$ cat src/rtl/pic_pkg.sv
package pic_pkg;

    localparam int PIC_CNT_W = 8;

    // Command seen by the register and counter in a cycle, highest priority first
    typedef enum logic [1:0] {
        CMD_NONE = 2'd0,
        CMD_CALL = 2'd1,
        CMD_LOAD = 2'd2,
        CMD_STOP = 2'd3
    } pic_cmd_e;

    typedef struct packed {
        pic_cmd_e cmd;
        logic     tick;
    } pic_req_t;

    function automatic pic_cmd_e pic_decode(input logic call, input logic wr, input logic nonzero);
        pic_cmd_e c;
        if (call)
            c = CMD_CALL;
        else if (wr && nonzero)
            c = CMD_LOAD;
        else if (wr)
            c = CMD_STOP;
        else
            c = CMD_NONE;
        return c;
    endfunction

endpackage

$ cat src/rtl/pic_mod_reg.sv
module pic_mod_reg
    import pic_pkg::*;
#(
    parameter int CNT_W = PIC_CNT_W
) (
    input  logic             clk,
    input  logic             rst,
    input  pic_req_t         req,
    input  logic [CNT_W-1:0] wr_data,
    output logic [CNT_W-1:0] mod_q
);

    always_ff @(posedge clk) begin
        if (rst) begin
            mod_q <= '0;
        end else begin
            unique case (req.cmd)
                CMD_CALL: mod_q <= '0;
                CMD_STOP: mod_q <= '0;
                CMD_LOAD: mod_q <= wr_data;
                default:  mod_q <= mod_q;
            endcase
        end
    end

endmodule

$ cat src/rtl/pic_count_core.sv
module pic_count_core
    import pic_pkg::*;
#(
    parameter int CNT_W = PIC_CNT_W
) (
    input  logic             clk,
    input  logic             rst,
    input  pic_req_t         req,
    input  logic [CNT_W-1:0] mod_q,
    output logic [CNT_W-1:0] cnt_q,
    output logic             wrap
);

    localparam logic [CNT_W-1:0] CNT_TOP = {CNT_W{1'b1}};

    logic [CNT_W:0]   inc_wide;
    logic [CNT_W-1:0] cnt_d;
    logic             mod_live;

    assign inc_wide = {1'b0, cnt_q} + {{CNT_W{1'b0}}, 1'b1};
    assign mod_live = (mod_q != '0) && (req.cmd == CMD_NONE);
    assign wrap     = req.tick && mod_live && (inc_wide == {1'b0, mod_q});

    always_comb begin
        cnt_d = cnt_q;
        if (req.cmd == CMD_CALL || req.cmd == CMD_LOAD) begin
            cnt_d = '0;
        end else if (req.tick) begin
            if (wrap)
                cnt_d = '0;
            else if (mod_live)
                cnt_d = inc_wide[CNT_W-1:0];
            else if (cnt_q != CNT_TOP)
                cnt_d = inc_wide[CNT_W-1:0];
        end
    end

    always_ff @(posedge clk) begin
        if (rst)
            cnt_q <= CNT_TOP;
        else
            cnt_q <= cnt_d;
    end

endmodule

$ cat src/rtl/pic_irq_out.sv
module pic_irq_out (
    input  logic clk,
    input  logic rst,
    input  logic wrap,
    output logic irq_q
);

    always_ff @(posedge clk) begin
        if (rst)
            irq_q <= 1'b0;
        else
            irq_q <= wrap;
    end

endmodule

$ cat src/rtl/pic_modcnt.sv
module pic_modcnt
    import pic_pkg::*;
#(
    parameter int CNT_W = PIC_CNT_W
) (
    input  logic             clk,
    input  logic             rst,
    input  logic             tick_i,
    input  logic             call_i,
    input  logic             wr_en_i,
    input  logic [CNT_W-1:0] wr_data_i,
    output logic [CNT_W-1:0] rd_data_o,
    output logic             irq_o
);

    pic_req_t         req;
    logic [CNT_W-1:0] mod_q;
    logic [CNT_W-1:0] cnt_q;
    logic             wrap;

    assign req.cmd  = pic_decode(call_i, wr_en_i, wr_data_i != '0);
    assign req.tick = tick_i;

    pic_mod_reg #(.CNT_W(CNT_W)) u_mod (
        .clk     (clk),
        .rst     (rst),
        .req     (req),
        .wr_data (wr_data_i),
        .mod_q   (mod_q)
    );

    pic_count_core #(.CNT_W(CNT_W)) u_core (
        .clk   (clk),
        .rst   (rst),
        .req   (req),
        .mod_q (mod_q),
        .cnt_q (cnt_q),
        .wrap  (wrap)
    );

    pic_irq_out u_irq (
        .clk   (clk),
        .rst   (rst),
        .wrap  (wrap),
        .irq_q (irq_o)
    );

    assign rd_data_o = cnt_q;

endmodule

$ cat config.mk
export PLATFORM = sky130hd
export DESIGN_NAME = pic_modcnt
export DESIGN_NICKNAME = d
export VERILOG_FILES = /design/src/rtl/pic_pkg.sv /design/src/rtl/pic_mod_reg.sv /design/src/rtl/pic_count_core.sv /design/src/rtl/pic_irq_out.sv /design/src/rtl/pic_modcnt.sv
export SDC_FILE = /design/constraint.sdc
export NUM_CORES = 1
export LEC_CHECK = 0
export ABC_AREA = 1
export BUFFER_PORTS_ARGS = -buffer_cell sky130_fd_sc_hd__buf_2
export CORE_UTILIZATION = 55
export DETAILED_ROUTE_END_ITERATION = 10
export PLACE_DENSITY = 0.77
export SKIP_CTS_REPAIR_TIMING = 1
export SYNTH_ARGS = -nofsm -noshare
export SYNTH_HDL_FRONTEND = slang
export SYNTH_SLANG_ARGS = --single-unit
$ cat constraint.sdc
create_clock -name clk -period 1.7 [get_ports clk]
set_input_delay 0.34 -clock clk [delete_from_list [all_inputs] [get_ports clk]]
set_output_delay 0.34 -clock clk [all_outputs]
set_load 0.02 [all_outputs]
Yosys cells after proc, flatten, opt, wreduce, memory -nomap -nowiden
Cells that the tools add are included.

word-level totals
  bits in registers = 17
  input port bits = 13
  output and inout bits = 9

cells by class
  add/sub/neg operators = 1
  equality and inequality tests = 5
  muxes and demuxes = 9
  reductions and logical operators = 13

operator list
  kind                                                              number
  8-bit 2-to-1 mux                                                  5
  8-bit one-hot mux with 2 select lines                             1
  8-bit nonzero test                                                2
  8-bit by 1-bit adder with 9-bit output (second input constant)    1
  9-bit by 8-bit == test with 1-bit output                          1
  8-bit inequality test (second input constant)                     1
  2-bit 2-to-1 mux                                                  3
  2-bit == test (second input constant)                             2
  1-bit logical AND                                                 4
  2-bit nonzero test                                                2
  4-bit nonzero test                                                1
  2-bit by 1-bit == test with 1-bit output (second input constant)  1
  2-bit logical NOT                                                 1
  2-bit AND reduction                                               1
  2-bit OR reduction                                                1
  1-bit logical OR                                                  1

Logic depth before layout (Yosys ltp)
Gate-level depths: netlist of the first run.

  word-level depth = 11
  depth in mapped cells = 12

Hierarchy
Synthesis of the first run repeated with hierarchy kept, for this count alone.

unflattened totals
  cell total of the unflattened synthesis = 192
  area, all modules = 1218.7 µm²

by module, submodules not included
  module          times used  cells an instance  area each (µm²)  seq. area each (µm²)
  pic_count_core  1           140                824.5            160.2
  pic_mod_reg     1           36                 309.0            160.2
  pic_modcnt      1           13                 55.1             0.0
  pic_irq_out     1           3                  30.0             20.0

Least setup slack after synthesis of the first run
Ideal clock, no wire load.

  path type = register to register
  start point = reg u_core.cnt_q[0]
  end point = reg u_core.cnt_q[0]
  setup time = 0.115 ns
  arrival time = 1.593 ns
  slack = -0.008 ns
  cell stages (with the launch flop) = 11
  cells stage by stage = dfxtp_1 -> ha_1 -> nand2_2 -> inv_2 -> nand3_4 -> nor2_4 -> nand2_2 -> nand3_1 -> nor2_1 -> nand2_1 -> nand2_1

on the way
  longest elaborated chain between the ends = 6
  elaborated cells on any way between the ends = 11

RTL lines
  element                                                                              line                                        RTL
  start, declared                                                                      pic_count_core.sv:10                        output logic [CNT_W-1:0] cnt_q,
  start signal, assigned                                                               pic_count_core.sv:42                        cnt_q <= cnt_d;
  8-bit by 1-bit adder with 9-bit output                                               pic_count_core.sv:20                        assign inc_wide = {1'b0, cnt_q} + {{CNT_W{1'b0}}, 1'b1};
  9-bit by 8-bit == test with 1-bit output / 8-bit 2-to-1 mux (equally long branches)  pic_count_core.sv:22, pic_count_core.sv:33
  1-bit logical AND / 8-bit 2-to-1 mux (equally long branches)                         pic_count_core.sv:22, pic_count_core.sv:31
  8-bit 2-to-1 mux                                                                     pic_count_core.sv:29                        if (wrap)
  8-bit 2-to-1 mux                                                                     pic_count_core.sv:28                        end else if (req.tick) begin
  8-bit 2-to-1 mux                                                                     pic_count_core.sv:26                        if (req.cmd == CMD_CALL || req.cmd == CMD_LOAD) begin

Several ways; a longest one is shown, not always the timed one. The select of a mux whose other input is x is not followed.
A chain may end at the register's enable or synchronous reset.

Final worst setup path of the first run
  start point = reg u_core.cnt_q[0]
  end point = reg u_core.cnt_q[1]

The elaborated chain is that of the path after synthesis.

==> impl_summary.md, run 1 <==
Synthesis
The post-synth net total is around 210. Sequential elements use 28.01% of the synthesized area. The predominant post-synthesis flop cell is sky130_fd_sc_hd__dfxtp_1. Of all flip-flops after synthesis, the portion carrying an async set or reset was 0%. The number of standard cells after synthesis is 191. Counting flops with a built-in enable in the synthesized netlist gives 0. Counting flops and latches in the post-synthesis netlist gives 17. A synthesized cell averages 6.361 um^2. The mapped netlist covers 1215 um^2. The number of warnings reported in the yosys synthesis log is 0.

The number of library cell types mapped by synthesis is 25.

Drt
The routed wire length is 2885 um. The vias per cell is 5.361. The wire length per cell after detailed routing is 11.82 um.

The routed layout has 1308 vias. The initial DRC count is 28. The post-route antenna net violation count is 0. The number of search-and-repair iterations in the first detailed-routing pass is 4. After detailed routing, the number of remaining DRC violations is 0.

Final layout
The multi-input combinational cells in the finished layout cover a total of ~800 um^2. The number of diodes is 0. Leaving out fill and tap cells, the most frequent cells in the layout are sky130_fd_sc_hd__nand2_1, sky130_fd_sc_hd__buf_2, sky130_fd_sc_hd__inv_1, sky130_fd_sc_hd__nor2_1, sky130_fd_sc_hd__nand3_1. After the flow finishes, the layout carries non-filler instances totaling 244. The share of layout cells above drive strength 1 is 30.41%. The filler cells instantiated in the layout total 183. Compared with the post-synthesis result, the final layout area differs by 19.67%. Summing all flip-flop and latch instances after layout gives 346.6 um^2. The most frequent standard cell in the layout excluding fill and tap cells is sky130_fd_sc_hd__nand2_1. In the final design database the tool counted approximately 230 nets.

Cells fill 71.91% of the core in the end.

Die
In this run the horizontal extent of the chip is between 40 and 50 um. The overall die height is 49 um. The number of placed I/O pins is 22. The initial core utilization is 60.09%. The die covers approximately 2400 um^2. The floorplan has 16 rows. The core region is 2022 um^2.

Power
The peak supply drop is 647.0 uV. Of the total power, combinational logic draws 37.2%. Power comes to 1.100 mW.

The share of power burned in the clock network is roughly a fifth. The net switching power figure is 424.9 uW. The design internal power is about 670 uW. The analysis attributes to cell leakage a power of 0.6784 nW. For this design the ratio of total power to cell area is 756.5 nW/um^2.

The net switching share of the total power is 38.64%. The share of total power in sequential cells is 43.2%.

STA
The number of pins with negative max-slew slack in the final report came to 0. For the final database, setup skew stands at 0.003634 ns. After layout, the worst path uses 94.82% of the clock period. The post-route minimum period is 1.612 ns.

Setup violations remaining at the end of the flow were counted as 0. Based on the critical path, the design can be clocked at up to 620.3 MHz. The worst pin sits at a relative slew slack of 75.12%.

The final-report hold violation count is 0. At the pin with the least slew margin, the transition time is 0.3692 ns.

Clocking
The maximum root-to-sink buffer count is 2. The depth of the CTS H-tree is 1. Clock latency on the worst-skew pair, taken at its later pin, is 0.29 ns.

The tree is rooted in a sky130_fd_sc_hd__clkbuf_4. The clock tree from TritonCTS is yes. The clock transition time at the flip-flop clock pins of the worst setup and hold paths is 0.10 ns. For this design, the sink count on the clock tree is 17. TritonCTS created 3 clock buffers.

Worst setup path
The cell that appears most often on the critical path is sky130_fd_sc_hd__nand2_2. On the worst path, the slowest cell contributes a delay of 0.34 ns. The data arrival time at the worst-slack endpoint is 1.85 ns.

The critical path class is reg -> reg. For the worst setup path, the data required time is around 1.9 ns. The critical path endpoint category is a flip-flop. Among all stages on the critical path, the largest delay is contributed by sky130_fd_sc_hd__dfxtp_2. The critical path goes through ha_2, nand2_2, inv_2, nand3_4, nor2_4, nand2_2, a21boi_4, buf_12, a21oi_1, nand2_1. The setup slack on the worst flop-to-flop path is ~0.09 ns. The launching element type of the critical path is a flip-flop. Along the worst path, the maximum fanout reaches 8.

Global routing
Across every metal layer, demand over resource in global routing totals about a quarter. Entering global routing, the biggest net connects 18 pins. The overflow left after global routing is 0. The number of global-route vias before repair is between 1000 and 1500. The first global-routing pass estimated 4678 um of wire. The number of antenna violations at the first check in global routing is 0.

Placed design
The placer's final routability congestion estimate is 0.8962. Counting tap cells, the placed design contains a total of 237 instances. Detailed placement ended at an HPWL of about 2200 um. Input and output buffers added on the ports amount to 21.

Hold path
The class of the worst hold path is in -> reg.

Run status
The flow ran to the end, and the final reports show no timing, DRC or antenna violations.

Run
The count of max-cap constraint violations is 0.
==> final timing paths <==
| kind | depth (start not counted) | to | from |
|---|---|---|---|
| setup / recovery | 10 | u_core.cnt_q[1] | u_core.cnt_q[0] |
| hold / removal | 3 | u_mod.mod_q[0] | wr_data_i[0] |
| setup reg to reg | 10 | u_core.cnt_q[1] | u_core.cnt_q[0] |
| hold reg to reg | 2 | u_mod.mod_q[0] | u_mod.mod_q[0] |
==> layer usage <==
metal  GRT usage, %  vias up  wire, um
met4          9.314        0        27
li1               -      677         -
met1          30.46      600      1293
met5              0        -         0
met2          43.29       27      1469
met3          1.869        4        95
==> metrics by stage <==
step | hold WS [ns] | TNS, ns | area, um^2 | setup WS (ns)
2_1_floorplan | 0.4592 | 0 | 1216 | 0.04820
3_3_place_gp | 0.4895 | -0.5908 | 1356 | -0.09306
3_5_place_dp | 0.4923 | -0.9592 | 1356 | -0.1393
4_1_cts | 0.3262 | 0 | 1383 | 0.04624
5_1_grt | 0.3318 | -0.03641 | 1454 | -0.01963
6_report | 0.3286 | 0 | 1454 | 0.08799
==> power by group through the flow <==
stage / Sequential (mW) / Clock [mW] / Combinational, mW
after floorplan: 0.498 / 0 / 0.258
after CTS: 0.469 / 0.220 / 0.380
final: 0.476 / 0.216 / 0.409
after detailed placement: 0.478 / 0 / 0.378
after global routing: 0.483 / 0.240 / 0.453
after global placement: 0.477 / 0 / 0.368
==> state kept, by name, summed over array words and instances (netlist names) <==
| name | count |
|---|---|
| u_core.cnt_q | 8 |
| u_irq.irq_q | 1 |
| u_mod.mod_q | 8 |
==> kinds of logic (layout without fill, tap and decap cells) <==
kind of cell,Yosys count,in the layout,share of synthesized area [%]
AND/OR/NAND/NOR,117,117,46.65
AO/OA/AOI/OAI,30,30,15.24
adder cells (fa/ha/maj),2,2,2.059
flip-flops,17,17,28.01
buffers and inverters,25,51,8.033
==> cell type report <==
type,instances,share of cell area [%]
clock buffer,4,1.807
inverter,20,5.250
multi-input combinational,149,55.59
sequential,17,23.84
tap,27,2.324
timing repair buffer,27,11.19
==> Yosys cell counts, types with 2 or more instances <==
cell | number | area, um^2
sky130_fd_sc_hd__inv_2 | 2 | 7.510
sky130_fd_sc_hd__dfxtp_1 | 17 | 340.3
sky130_fd_sc_hd__nand2_1 | 59 | 221.5
sky130_fd_sc_hd__clkbuf_1 | 2 | 7.510
sky130_fd_sc_hd__nor2_2 | 6 | 37.54
sky130_fd_sc_hd__inv_1 | 17 | 63.81
sky130_fd_sc_hd__nor2_4 | 4 | 45.04
sky130_fd_sc_hd__buf_2 | 2 | 10.01
sky130_fd_sc_hd__nand3_4 | 2 | 35.03
sky130_fd_sc_hd__nand2_2 | 5 | 31.28
sky130_fd_sc_hd__nor2_1 | 18 | 67.56
sky130_fd_sc_hd__a211oi_1 | 7 | 52.55
sky130_fd_sc_hd__nand3_1 | 16 | 80.08
sky130_fd_sc_hd__ha_1 | 2 | 25.02
sky130_fd_sc_hd__nand4_1 | 3 | 18.77
sky130_fd_sc_hd__a21oi_1 | 19 | 95.09
sky130_fd_sc_hd__nor4_1 | 2 | 12.51
==> critical path, delay by kind of cell, from the launching register on <==
kind                       cells  cell delay [ns]
and+or+nand+nor                5             0.52
AOI/OAI and AO/OA              2             0.26
DFF                            1             0.34
buffers and inverters          2             0.24
adders and majority gates      1             0.19
No activity file was read; power rests on OpenSTA's default activity.
==> inputs of run 2 (changes only) <==
ABC_AREA = unset   (was 1)
CORE_UTILIZATION = 54   (was 55)
PLACE_DENSITY = 0.76   (was 0.77)
==> impl_summary.md, run 2 <==
Synthesis
Of all flip-flops after synthesis, the portion carrying an async set or reset was 0%. sky130_fd_sc_hd__dfxtp_1 takes more of the synthesized area than any other cell. The commonest cells after synthesis are sky130_fd_sc_hd__dfxtp_1, sky130_fd_sc_hd__nand3_1, sky130_fd_sc_hd__a21oi_1, sky130_fd_sc_hd__nand2_1, sky130_fd_sc_hd__a311o_1. The synthesized design contains 17 register bits. When the netlist entered floorplanning its net count stood at approximately 160. The average cell area after synthesis is 8.455 um^2. After synthesis, the cell types taking the most area are sky130_fd_sc_hd__dfxtp_1, sky130_fd_sc_hd__nand3_1, sky130_fd_sc_hd__a21oi_1.

The area of the mapped netlist is roughly 1200 um^2. The dominant cell by count in the synthesized netlist is sky130_fd_sc_hd__dfxtp_1. For this run, the number of Yosys warnings is 0. In the synthesized netlist, the number of instances is 140. In this run, distinct cell masters in the synthesized netlist total 46. The number of flops mapped to enable cells by yosys is 0. The sequential fraction of the synthesis area is 28.75%. The share of Yosys cell area claimed by the top area cell type is 28.75%. The predominant post-synthesis flop cell is sky130_fd_sc_hd__dfxtp_1.

STA
In the final timing run, aggregate negative setup slack is -1.576 ns. The final-report hold violation count came to 0. After layout, the minimum clock period comes to 1.928 ns. Between clock sinks in the finished design, the worst skew comes to just under 0.009 ns. Setup violations remaining at the end of the flow were counted as 9. Hold is met by approximately 0.31 ns.

The post-route fraction of the period consumed by the critical path is 113.4%. The final worst setup slack is -0.2281 ns. The slew at the pin with the worst max-slew slack is 0.5344 ns. The number of pins with negative max-slew slack in the final report is 0. Setup repair after global routing could not meet its margin everywhere. The worst pin sits at a relative slew slack of 64.24%. Timing would allow up to 518.6 MHz.

Final layout
In the final layout, the registers with the most flip-flops are u_core.cnt_q (8), u_mod.mod_q (8), u_irq.irq_q (1). The number of non-filler instances in the completed layout is 223. Cells fill 89.56% of the core in the end. Leaving out fill and tap cells, the most frequent cell in the layout is sky130_fd_sc_hd__buf_4.

The number of diodes is 0. For this run, the post-layout net count is between 200 and 250. The area growth from synthesis to final layout is 51.48%. In the layout the commonest cells are sky130_fd_sc_hd__buf_4, sky130_fd_sc_hd__buf_2, sky130_fd_sc_hd__nand3_1, sky130_fd_sc_hd__a21oi_1, sky130_fd_sc_hd__dfxtp_1. Fill cells in the final layout number 98. The share of layout cells above drive strength 1 is 53.57%.

The post-route cell area is 1793 um^2.

Worst setup path
The stage delay of the slowest cell on the critical path is roughly 0.40 ns. The signal on the critical path passes through ha_4, nand2b_1, o211ai_1, nand4_1, nor3_4, buf_4, a21oi_1, a311o_1. The data arrival time at the worst-slack endpoint is 2.12 ns. The critical path class is reg -> reg. STA classifies the critical path startpoint as a flip-flop. The worst-path cell with the longest stage delay is sky130_fd_sc_hd__dfxtp_4. The largest driver fanout on the critical path is 6.

The critical path endpoint category is a flip-flop. The critical path required time is roughly 1.9 ns.

Run
The count of max-cap constraint violations is 0.

Placed design
The number of placed instances, taps included is 215. Prior to clock tree synthesis, the placed netlist has a worst setup slack of -0.3704 ns. The quantity of I/O buffers inserted on ports is 21. The HPWL after detailed placement is 2547 um. Routability-driven placement finished with a final weighted congestion of 0.8530. The placed cell area is 1603 um^2.

Global routing
Global routing used about 30% of the available tracks across all layers. For this run the aggregate overflow at the end of global routing stands at 0. The first global-routing pass estimated between 5000 and 6000 um of wire. Entering global routing, the biggest net connects 19 pins. The number of antenna violations at the first check in global routing is 0. The number of global-route vias before repair is 1238.

Clocking
The CTS root buffer is sky130_fd_sc_hd__clkbuf_4. The clock passes through at most 2 buffers. TritonCTS built the clock tree.

The clock transition time at the flip-flop clock pins of the worst setup and hold paths is 0.11 ns. The clock latency on the worst-skew pair is slightly above 0.3 ns. The total CTS buffers is 3. The TritonCTS sink count is 17. CTS built an H-tree with a depth of 1.

Drt
Before antenna repair, the detailed router went through 4 iterations. The post-route antenna net violation count is 0. The routed wire length is between 4000 and 5000 um. The number of DRC violations after detailed routing is 0. The initial DRC count is 71. The wire length per cell after detailed routing is approximately 20 um. The via count of the routed design is 1447. After detailed routing, the number of vias per cell comes to 6.489.

Power
The post-layout total power is 1.342 mW. In this run the power density over the cells is 748.3 nW/um^2. The static leakage is 0.7394 nW.

Across the VDD grid, the largest voltage drop is roughly 670 uV.

Die
The overall die area is 2383 um^2. The initial core utilization is roughly three fifths. The floorplan step defined a core boundary enclosing 2002 um^2.

The number of placed I/O pins is 22. In this run the vertical extent of the chip is 48.82 um. The width of the die is 48.82 um. The number of rows in the core area is 16.

Run status
The checks that failed: negative setup slack. The run finished, with violations left.

Hold path
The path class of the tightest hold or removal check is in -> reg.
## run 2: cell types whose count changed after synthesis, sizes merged, moves of 6 or more
| cell | before | now |
|---|---|---|
| a311o | 0 | 7 |
| a211oi | 7 | 1 |
| xnor2 | 0 | 8 |
| inv | 19 | 1 |
| nand2 | 64 | 11 |
| nor2 | 28 | 4 |
## run 2: kinds of logic (layout without fill, tap and decap cells)
group,count (synthesis),after routing,synth area share [%]
xor+xnor,11,11,9.408
compound gates,35,35,20.30
buf+inv,13,69,7.082
simple gates,62,62,32.35
flops,17,17,28.75
fa+ha+maj,2,2,2.114
## run 2: cell type report
class | count | area [um^2] | area share (%)
Clock inverter | 1 | 5.005 | 0.2791
Sequential cell | 17 | 362.8 | 20.24
Tap cell | 27 | 33.78 | 1.884
Multi-Input combinational cell | 110 | 922.1 | 51.43
Timing Repair Buffer | 64 | 442.9 | 24.70
Inverter | 1 | 3.754 | 0.2094
Clock buffer | 3 | 22.52 | 1.256
## run 2: where the power goes
group	switching [mW]	total (mW)	internal (mW)
Sequential	0.0558	0.488	0.432
Combinational	0.306	0.621	0.314
Clock	0.145	0.233	0.0879
## run 2: worst paths after layout
path	cells after the start	startpoint	to	slack, ns
worst max-delay path	8	u_core.cnt_q[0]	u_core.cnt_q[5]	-0.23
worst min-delay path	3	wr_data_i[0]	u_mod.mod_q[0]	0.31
worst max register to register	8	u_core.cnt_q[0]	u_core.cnt_q[5]	-0.23
worst min register to register	2	u_mod.mod_q[3]	u_mod.mod_q[3]	0.55
## run 2: critical path, delay by kind of cell (launching register included)
| family | cells | cell delay [ns] |
|---|---|---|
| AND/OR/NAND/NOR | 3 | 0.57 |
| adder cells (fa/ha/maj) | 1 | 0.18 |
| AO/OA/AOI/OAI | 3 | 0.50 |
| buffers and inverters | 1 | 0.15 |
| flip-flops | 1 | 0.40 |
## run 2: routing by layer
layer	global-route usage, %	routed length (um)
met1	39.45	1761
met2	49.77	2095
met3	4.050	326
met4	7.843	223
met5	0	0
==> inputs of run 3 (changes only) <==
MAX_ROUTING_LAYER = met4   (was unset)
==> impl_summary.md, run 3 (synthesis gave the netlist of run 2 again) <==
Run status
The flow ran to the end, but the final reports show violations. The final reports fail on negative setup slack.

Hold path
The worst hold path passes through 3 cells. The endpoint of the worst hold path is u_mod.mod_q[0]. The class of the worst hold path is in -> reg. The worst hold path begins at wr_data_i[0].

STA
The final-report hold violation count was 0. For this run, the top clock speed supported by timing is 518.7 MHz. The final critical path takes up 113.4% of the cycle. The number of pins with negative max-slew slack in the final report was 0. The final worst setup slack is -0.2279 ns. Setup repair after global routing could not meet its margin everywhere. In this run the tightest slew margin relative to its limit is 61.93%. The final-layout worst hold slack is 0.3158 ns.

The slew at the pin with the worst max-slew slack is 0.5689 ns. The clock skew is 0.007142 ns. Setup violations remaining at the end of the flow were counted as 9. For the finished layout, the period the worst path requires is slightly below 2 ns.

Global routing
The number of global-route vias before repair is 1238. In the global route stage, met2 resource usage came out at 49.77%. The number of antenna violations at the first check in global routing is 0. Global routing consumed, over all layers together, 30.36% of the routing resources. Entering global routing, the biggest net connects 19 pins. met2 is the most crowded layer. Global routing finished with a remaining overflow of 0. The met3 track utilization from global routing is 4.050%. The met1 usage in global routing is 39.45%.

The first global-routing pass estimated approximately 5500 um of wire.

Worst setup path
The critical path goes through ha_4, nand2b_4, a32o_1, nand4_1, nor3_4, buf_4, a21oi_1, a311o_1. The slowest stage of the critical path belongs to the cell sky130_fd_sc_hd__dfxtp_4. Data on the critical path arrives at its endpoint at 2.12 ns.

The launching element type of the critical path is a flip-flop. The capture point of the worst reg-to-reg path is u_core.cnt_q[5]. The setup slack on the worst flop-to-flop path is -0.23 ns. Of all nets on the critical path, the largest fanout is 6. STA classifies the critical path endpoint as a flip-flop. Measured in cells, the most critical reg-to-reg path has a length of 8. The setup path with the least slack is of type reg -> reg. On the worst path, the slowest cell contributes a delay of around 0.40 ns. The worst register-to-register path begins at u_core.cnt_q[0]. At the worst endpoint, the required time is 1.89 ns.

Placed design
The quantity of I/O buffers inserted on ports is 21. Including well taps, the total number of placed cells is 215. The half-perimeter wire length of the detailed placement result is 2547 um.

Timing analysis after detailed placement gives a worst setup slack of -0.3704 ns. The placer's final routability congestion estimate is approximately 0.87.

Clocking
In this run, CTS created clock tree buffers numbering 3. The CTS root buffer is sky130_fd_sc_hd__clkbuf_4. In this run the number of H-tree levels came out at 1. The clock transition time at the flip-flop clock pins of the worst setup and hold paths is about 0.11 ns.

The clock latency on the worst-skew pair is 0.30 ns. The clock passes through at most 2 buffers. The TritonCTS sink count is 17. The clock tree from TritonCTS is yes.

Drt
The detailed router placed 1420 vias in this run. Once detail routing completed, the nets flagged for antenna violations numbered 0. The wire length per cell after detailed routing is 19.87 um. The number of search-and-repair iterations in the first detailed-routing pass is 4. In the routed design, unresolved DRC markers number 0. For this block, the routed nets add up to 4432 um of wire.

The vias per cell is ~6.4. After the first detailed-routing iteration, the DRC count stood at between 50 and 60.

Run
Across the run, the number of max-cap violations was 0.

Die
The number of rows in the core area is 16. The number of placed I/O pins is 22. The overall die area is between 2000 and 2500 um^2.

The overall die height is slightly below 50 um. Once the floorplan was initialized, standard cells occupied roughly 59% of the core. The total core area is 2002 um^2. The die is a little under 50 um wide.

Power
The net switching share of the total power is 37.49%. The cell area power density is 744.4 nW/um^2. The design internal power is 834.3 uW. Per report_power, the combinational group accounts for 46.3% of the total. In this run the power spent charging and discharging nets is approximately 500 uW.

The static leakage is 0.7394 nW. In this run, flip-flops and latches consume 36.6% of the power. The peak supply drop is ~650 uV. The share of power burned in the clock network is 17.1%.

Final layout
The area growth from synthesis to final layout is 51.48%. The most frequent standard cell in the layout excluding fill and tap cells is sky130_fd_sc_hd__buf_4. Excluding fillers, the count of instances in the completed layout stands at 223. The final layout contains 212 nets.

0 antenna diodes ended up in the layout. The post-route netlist has 53.57% of its cells at a drive strength greater than 1. The top cell types in the final layout, fill and taps aside, are sky130_fd_sc_hd__buf_4, sky130_fd_sc_hd__buf_2, sky130_fd_sc_hd__nand3_1, sky130_fd_sc_hd__a21oi_1, sky130_fd_sc_hd__dfxtp_1. The layout has between 90 and 100 filler cells.

In the final layout, the registers with the most flip-flops are u_core.cnt_q (8), u_mod.mod_q (8), u_irq.irq_q (1).
## run 3: cell counts in the layout (fill, tap and decap cells not counted)
Identical to the previous run, type by type.
## run 3: critical path, delay by kind of cell (launching register included)
family                     cells  cell delay (ns)
AOI/OAI and AO/OA              3             0.49
adders and majority gates      1             0.18
buffers and inverters          1             0.15
DFF                            1             0.40
and+or+nand+nor                3             0.60
## run 3: worst max path at each step
stage | startpoint | slack [ns] | depth (start not counted) | to
finish | u_core.cnt_q[0] | -0.23 | 8 | u_core.cnt_q[5]
global placement | wr_data_i[5] | -0.26 | 8 | u_core.cnt_q[7]
detailed placement | wr_data_i[5] | -0.37 | 8 | u_core.cnt_q[5]
floorplan | wr_data_i[5] | -0.18 | 8 | u_core.cnt_q[5]
CTS | u_mod.mod_q[2] | -0.30 | 7 | u_core.cnt_q[0]
global route | u_core.cnt_q[0] | -0.27 | 10 | u_core.cnt_q[6]
## run 3: stage by stage
| step | total power [mW] | instance area [um^2] | utilization (%) | TNS, ns |
|---|---|---|---|---|
| global placement | 0.9920 | 1603 | 80.06 | -1.617 |
| global route | 1.391 | 1793 | 89.56 | -2.014 |
| CTS | 1.235 | 1630 | 81.44 | -1.908 |
| finish | 1.335 | 1793 | 89.56 | -1.580 |
| detailed placement | 1.017 | 1603 | 80.06 | -2.047 |
| floorplan | 0.8250 | 1267 | - | -0.9449 |
## run 3: area by class of cell
type                       count  area [um^2]  area share [%]
multi-input combinational    110        922.1           51.43
timing repair buffer          64        442.9           24.70
clock inverter                 1        5.005          0.2791
tap                           27        33.78           1.884
inverter                       1        3.754          0.2094
clock buffer                   3        22.52           1.256
sequential                    17        362.8           20.24
## run 3: per-layer routing
| metal | routed length, um | share of wire, % |
|---|---|---|
| met5 | 0 | 0 |
| met2 | 2083 | 47 |
| met4 | 235 | 5.3 |
| met1 | 1816 | 41 |
| met3 | 296 | 6.7 |
## run 3: power by group through the flow
| stage | sequential [mW] | clock, mW | combinational, mW |
|---|---|---|---|
| final | 0.489 | 0.228 | 0.619 |
| after global routing | 0.491 | 0.248 | 0.652 |
| after CTS | 0.480 | 0.224 | 0.532 |
| after detailed placement | 0.489 | 0 | 0.528 |
| after global placement | 0.487 | 0 | 0.505 |
| after floorplan | 0.500 | 0 | 0.325 |
